<file path="src/rtl/ccd_pkg.sv">
package ccd_pkg;
    localparam int CTL_W         = 10;
    localparam int HS_STOP_BIT   = 9;
    localparam int CARD_STOP_BIT = 8;
    localparam int PRE_LSB       = 2;
    localparam int PRE_W         = 3;
    localparam int FIN_W         = 2;
    localparam logic [CTL_W-1:0] CTL_RESET = 10'h301;

    typedef enum logic [1:0] {
        WV_STOP = 2'd0,
        WV_HIGH = 2'd1,
        WV_LOW  = 2'd2
    } wave_state_t;
endpackage

</file>
<file path="src/rtl/ccd_ctl_reg.sv">
module ccd_ctl_reg
    import ccd_pkg::*;
#(
    parameter int PRE_HS_MIN = 2
) (
    input  logic             clk,
    input  logic             rst_n,
    input  logic             cfg_we,
    input  logic [CTL_W-1:0] cfg_wdata,
    input  logic             on_req,
    input  logic             off_req,
    output logic [CTL_W-1:0] ctl_q
);
    logic [PRE_W-1:0] pre_sel;
    assign pre_sel = ctl_q[PRE_LSB +: PRE_W];

    always_ff @(posedge clk) begin
        if (!rst_n) begin
            ctl_q <= CTL_RESET;
        end else if (off_req) begin
            ctl_q[HS_STOP_BIT]   <= 1'b1;
            ctl_q[CARD_STOP_BIT] <= 1'b1;
        end else if (on_req) begin
            ctl_q[CARD_STOP_BIT] <= 1'b0;
            ctl_q[HS_STOP_BIT]   <= (int'(pre_sel) >= PRE_HS_MIN);
        end else if (cfg_we) begin
            ctl_q <= cfg_wdata;
        end
    end
endmodule

</file>
<file path="src/rtl/ccd_ratio.sv">
module ccd_ratio
    import ccd_pkg::*;
#(
    parameter int PRE_MAX_SEL = 4,
    localparam int HALF_W     = PRE_MAX_SEL + 2
) (
    input  logic [PRE_W-1:0]  pre_sel,
    input  logic [FIN_W-1:0]  fin_sel,
    output logic [HALF_W-1:0] half_m1
);
    logic [PRE_W-1:0]  pre_eff;
    logic [HALF_W-1:0] half;

    always_comb begin
        pre_eff = (int'(pre_sel) > PRE_MAX_SEL) ? PRE_W'(PRE_MAX_SEL) : pre_sel;
        half    = HALF_W'(1) << (int'(pre_eff) + ((fin_sel != '0) ? 1 : 0));
        half_m1 = half - HALF_W'(1);
    end
endmodule

</file>
<file path="src/rtl/ccd_wave.sv">
module ccd_wave
    import ccd_pkg::*;
#(
    parameter int HALF_W = 6
) (
    input  logic              clk,
    input  logic              rst_n,
    input  logic              run,
    input  logic [HALF_W-1:0] half_m1,
    output logic              card_clk
);
    wave_state_t       state_q, state_n;
    logic [HALF_W-1:0] cnt_q, cnt_n;
    logic [HALF_W-1:0] hold_q, hold_n;

    always_ff @(posedge clk) begin
        if (!rst_n) begin
            state_q <= WV_STOP;
            cnt_q   <= '0;
            hold_q  <= '0;
        end else begin
            state_q <= state_n;
            cnt_q   <= cnt_n;
            hold_q  <= hold_n;
        end
    end

    always_comb begin
        state_n = state_q;
        cnt_n   = cnt_q;
        hold_n  = hold_q;
        unique case (state_q)
            WV_STOP: begin
                if (run) begin
                    state_n = WV_HIGH;
                    cnt_n   = half_m1;
                    hold_n  = half_m1;
                end
            end
            WV_HIGH: begin
                if (cnt_q == '0) begin
                    if (run) begin
                        state_n = WV_LOW;
                        cnt_n   = hold_q;
                    end else begin
                        state_n = WV_STOP;
                    end
                end else begin
                    cnt_n = cnt_q - HALF_W'(1);
                end
            end
            WV_LOW: begin
                if (!run) begin
                    state_n = WV_STOP;
                end else if (cnt_q == '0) begin
                    state_n = WV_HIGH;
                    cnt_n   = half_m1;
                    hold_n  = half_m1;
                end else begin
                    cnt_n = cnt_q - HALF_W'(1);
                end
            end
            default: state_n = WV_STOP;
        endcase
    end

    always_comb begin
        card_clk = (state_q == WV_HIGH);
    end
endmodule

</file>
<file path="src/rtl/card_clk_div.sv">
module card_clk_div
    import ccd_pkg::*;
#(
    parameter int PRE_MAX_SEL = 4,
    parameter int PRE_HS_MIN  = 2
) (
    input  logic        clk,
    input  logic        rst_n,
    input  logic        cfg_we,
    input  logic [9:0]  cfg_wdata,
    input  logic        on_req,
    input  logic        off_req,
    output logic [9:0]  ctl_q,
    output logic        card_clk,
    output logic        hs_run,
    output logic        clk_on
);
    localparam int HALF_W = PRE_MAX_SEL + 2;

    logic [HALF_W-1:0] half_m1;

    ccd_ctl_reg #(.PRE_HS_MIN(PRE_HS_MIN)) u_reg (
        .clk       (clk),
        .rst_n     (rst_n),
        .cfg_we    (cfg_we),
        .cfg_wdata (cfg_wdata),
        .on_req    (on_req),
        .off_req   (off_req),
        .ctl_q     (ctl_q)
    );

    ccd_ratio #(.PRE_MAX_SEL(PRE_MAX_SEL)) u_ratio (
        .pre_sel (ctl_q[PRE_LSB +: PRE_W]),
        .fin_sel (ctl_q[FIN_W-1:0]),
        .half_m1 (half_m1)
    );

    ccd_wave #(.HALF_W(HALF_W)) u_wave (
        .clk      (clk),
        .rst_n    (rst_n),
        .run      (~ctl_q[CARD_STOP_BIT]),
        .half_m1  (half_m1),
        .card_clk (card_clk)
    );

    assign hs_run = ~ctl_q[HS_STOP_BIT];
    assign clk_on = ~ctl_q[HS_STOP_BIT] & ~ctl_q[CARD_STOP_BIT];
endmodule

</file>
<file path="config.mk">
export PLATFORM = sky130hd
export DESIGN_NAME = card_clk_div
export DESIGN_NICKNAME = d
export VERILOG_FILES = /design/src/rtl/ccd_pkg.sv /design/src/rtl/ccd_ctl_reg.sv /design/src/rtl/ccd_ratio.sv /design/src/rtl/ccd_wave.sv /design/src/rtl/card_clk_div.sv
export SDC_FILE = /design/constraint.sdc
export NUM_CORES = 1
export LEC_CHECK = 0
export BUFFER_PORTS_ARGS = -buffer_cell sky130_fd_sc_hd__buf_2
export CAP_MARGIN = 15
export CORE_MARGIN = 10
export CORE_UTILIZATION = 55
export DETAILED_ROUTE_END_ITERATION = 8
export PLACE_DENSITY_LB_ADDON = 0.1
export SYNTH_ARGS = -nofsm -noshare
export SYNTH_HDL_FRONTEND = slang
export SYNTH_HIERARCHICAL = 1
export SYNTH_SLANG_ARGS = --single-unit
</file>
<file path="constraint.sdc">
create_clock -name clk -period 3.45 [get_ports clk]
set_input_delay 0.69 -clock clk [delete_from_list [all_inputs] [get_ports clk]]
set_output_delay 0.69 -clock clk [all_outputs]
set_load 0.02 [all_outputs]
</file>
==> impl_metrics.env <==
export IMPL_status="completed"
export IMPL_viasPerCell=5.81
export IMPL_hold_path_end="u_reg/ctl_q[7]"
export IMPL_wl_mm=3.70
export IMPL_clockBufferDepth=2
export IMPL_drc=0
export IMPL_grt_ovfl_total=0
export IMPL_required_ns=3.69
export IMPL_die_area_um2=5510
export IMPL_period_share_pct=81.6
export IMPL_r2r_setup_slack_ns=0.64
export IMPL_rsz0062_at_grt="false"
export IMPL_placed_cells=240
export IMPL_cpMostUsedCell="ha_1"
export IMPL_p_leak_nw=0.730
export IMPL_report_final_slew_viol_count=0
export IMPL_power_mw=1.00
export IMPL_synth_edff_count=0
export IMPL_power_density_nw_per_um2=573
export IMPL_r2r_cells=9
export IMPL_fmax_mhz=355
export IMPL_finClkSkew_ns=0.0125
export IMPL_worst_pin_slew_ns=0.771
export IMPL_vias=1412
export IMPL_crit_arrival_ns=3.06
export IMPL_max_stage_delay_ns=0.48
export IMPL_cts_setup_buffers=0
export IMPL_rr_startpoint="u_reg/ctl_q[4]"
export IMPL_die_x_um=74.2
export IMPL_seq_area_um2=480
export IMPL_synth_flop_cell="dfxtp_1"
export IMPL_drive_gt1_share_pct=20.8
export IMPL_fin_area_um2=1750
export IMPL_hold_buffers=0
export IMPL_ant_nets=0
export IMPL_ys_seq_area_share_pct=29.7
export IMPL_core_region_area_um2=2780
export IMPL_ios=28
export IMPL_setup_violations=0
export IMPL_crit_buf_inv=0
export IMPL_wl_per_cell_um=15.2
export IMPL_grt_max_degree=33
export IMPL_clkTransAtPathRegs_ns=0.13
export IMPL_worstPathCellList="and2b_2, ha_1, ha_1, xor2_2, or3_2, ha_1, xor2_1, a22oi_1, a311oi_2"
export IMPL_synth_nets=215
export IMPL_insertion_delay_ns=0.32
export IMPL_place_area_um2=1720
export IMPL_async_flop_share_pct=0
export IMPL_endpoint_kind="flop"
export IMPL_grt_antenna_before_repair=0
export IMPL_cts_sinks=24
export IMPL_port_buffers=27
export IMPL_yosys_warnings=6
export IMPL_die_h_um=74.2
export IMPL_slew_headroom_pct=48.4
export IMPL_hp_start="u_reg/ctl_q[7]"
export IMPL_max_vdd_ir_drop_uv=495
export IMPL_ys_types=50
export IMPL_n_fill_cell=251
export IMPL_start_kind="flop"
export IMPL_hp_class="flop to flop"
export IMPL_drv_cap=0
export IMPL_netlist_area_um2=1620
export IMPL_nets=237
export IMPL_stdcell_count=243
export IMPL_gp_congestion=0.906
export IMPL_cts_inserted_buffers=3
export IMPL_multi_input_area_um2=1010
export IMPL_reg2reg_to="u_wave/cnt_q[2]"
export IMPL_start_util_pct=58.1
export IMPL_hpwlAfterDp_mm=2.95
export IMPL_min_period_ns=2.81
export IMPL_grt_total_usage_pct=13.8
export IMPL_worst_path_max_delay_cell="dfxtp_1"
export IMPL_hold_ws_ns=0.462
export IMPL_cp_max_fo=8
export IMPL_root_buffer="clkbuf_4"
export IMPL_hold_viol=0
export IMPL_finalSetupTns_ns=0
export IMPL_syn_avg_cell_area_um2=8.42
export IMPL_synth_cells=192
export IMPL_ys_ff_latch=24
export IMPL_ctsHtreeMaxLevel=1
export IMPL_cts_resized_gates=0
export IMPL_firstDrtPassIters=4
export IMPL_critical_path_top_delay_family="simple AND/OR/NAND/NOR gates"
export IMPL_syn2layout_area_growth_pct=7.97
export IMPL_crit_type="flop to flop"
export IMPL_antenna_cells=0
export IMPL_grt_pass1_wl_mm=6.30
export IMPL_cts_tree="built"
export IMPL_whs_path_depth=2
export IMPL_crit_cells=9
export IMPL_grt_pass1_vias=1332
export IMPL_drtIter0Drc=72
export IMPL_num_rows=19
==> worst max path at each step <==
stage | end | from | slack [ns]
finish | u_wave/cnt_q[2] | u_reg/ctl_q[4] | 0.64
global route | u_wave/cnt_q[4] | u_reg/ctl_q[4] | 0.48
CTS | u_wave/cnt_q[2] | u_reg/ctl_q[4] | 0.66
detailed placement | u_wave/cnt_q[2] | u_reg/ctl_q[4] | 0.69
global placement | u_wave/cnt_q[4] | u_reg/ctl_q[4] | 0.81
floorplan | u_wave/cnt_q[4] | u_reg/ctl_q[4] | 0.74
==> cells in the mapped netlist (2+ instances only) <==
master	count	share of area [%]
a31oi_1	2	0.77
xor2_1	3	1.6
and2_1	3	1.2
inv_1	15	3.5
mux2i_1	16	9.9
nor2_2	2	0.77
a22oi_1	3	1.4
clkbuf_1	3	0.70
nor2_1	6	1.4
nand3_1	2	0.62
a311oi_1	5	2.7
and2b_2	2	1.1
buf_2	3	0.93
buf_6	3	2.1
nor3b_1	2	0.93
ha_1	8	6.2
o21a_1	3	1.4
o22ai_1	2	0.77
o21ai_0	3	0.93
nor3_1	4	1.2
a21oi_1	12	3.7
or2_2	2	0.77
o211ai_1	2	0.93
dfxtp_1	24	30
o31a_1	2	1.1
nand2_1	34	7.9
nor2b_1	3	1.2
==> area by class of cell <==
cell class,count,area share (%)
clock buffer,3,1.29
inverter,15,3.23
multi-input combinational,143,58.0
sequential,24,27.5
tap,31,2.22
timing repair buffer,27,7.74
==> kinds of logic (layout without fill, tap and decap cells) <==
| kind of cell | count (synthesis) | count (layout) | synth area share, % |
|---|---|---|---|
| muxes | 16 | 16 | 9.91 |
| xor gates and xnor gates | 4 | 4 | 2.63 |
| DFF | 24 | 24 | 29.7 |
| adders and majority gates | 8 | 8 | 6.19 |
| AOI/OAI and AO/OA | 45 | 45 | 20.3 |
| and+or+nand+nor | 70 | 70 | 23.6 |
| buffers and inverters | 25 | 45 | 7.66 |
==> per-layer routing <==
metal  share of wire (%)  up-vias  global-route usage (%)  routed length [µm]
met1                  47      646                    19.4                1740
met2                  47       39                    20.7                1730
met3                 5.5        5                    4.26                 205
met5                   0        -                       0                   0
met4                0.57        0                    1.83                  21
li1                    -      722                       -                   -
==> stage by stage <==
step           utilization (%)  worst slack, ns
2_1_floorplan                -            0.739
3_5_place_dp              61.9            0.689
6_report                  62.8            0.636
5_1_grt                   62.8            0.483
3_3_place_gp              61.9            0.805
4_1_cts                   62.8            0.659
==> state kept, by name, summed over array words and instances (netlist names) <==
register,cells
u_wave/cnt_q,6
u_wave/state_q,2
u_wave/hold_q,6
u_reg/ctl_q,10
==> power by group <==
group | internal, mW | switching (mW)
logic | 0.189 | 0.314
registers | 0.316 | 0.0612
clock network | 0.0409 | 0.0785
==> worst min-delay path: cells and delay by family, from the launching register on <==
family        cells  cell delay [ns]
mux               1             0.05
flops             1             0.33
simple gates      1             0.05
==> cells in the final DEF, fill, tap and decap left out, types with 4 or more instances in the layout <==
cell	instances
nor2_1	6
dfxtp_1	24
inv_1	15
a21oi_1	12
ha_1	8
a311oi_1	5
nand2_1	34
nor3_1	4
mux2i_1	16
buf_2	27
No activity file was read; power rests on OpenSTA's default activity.
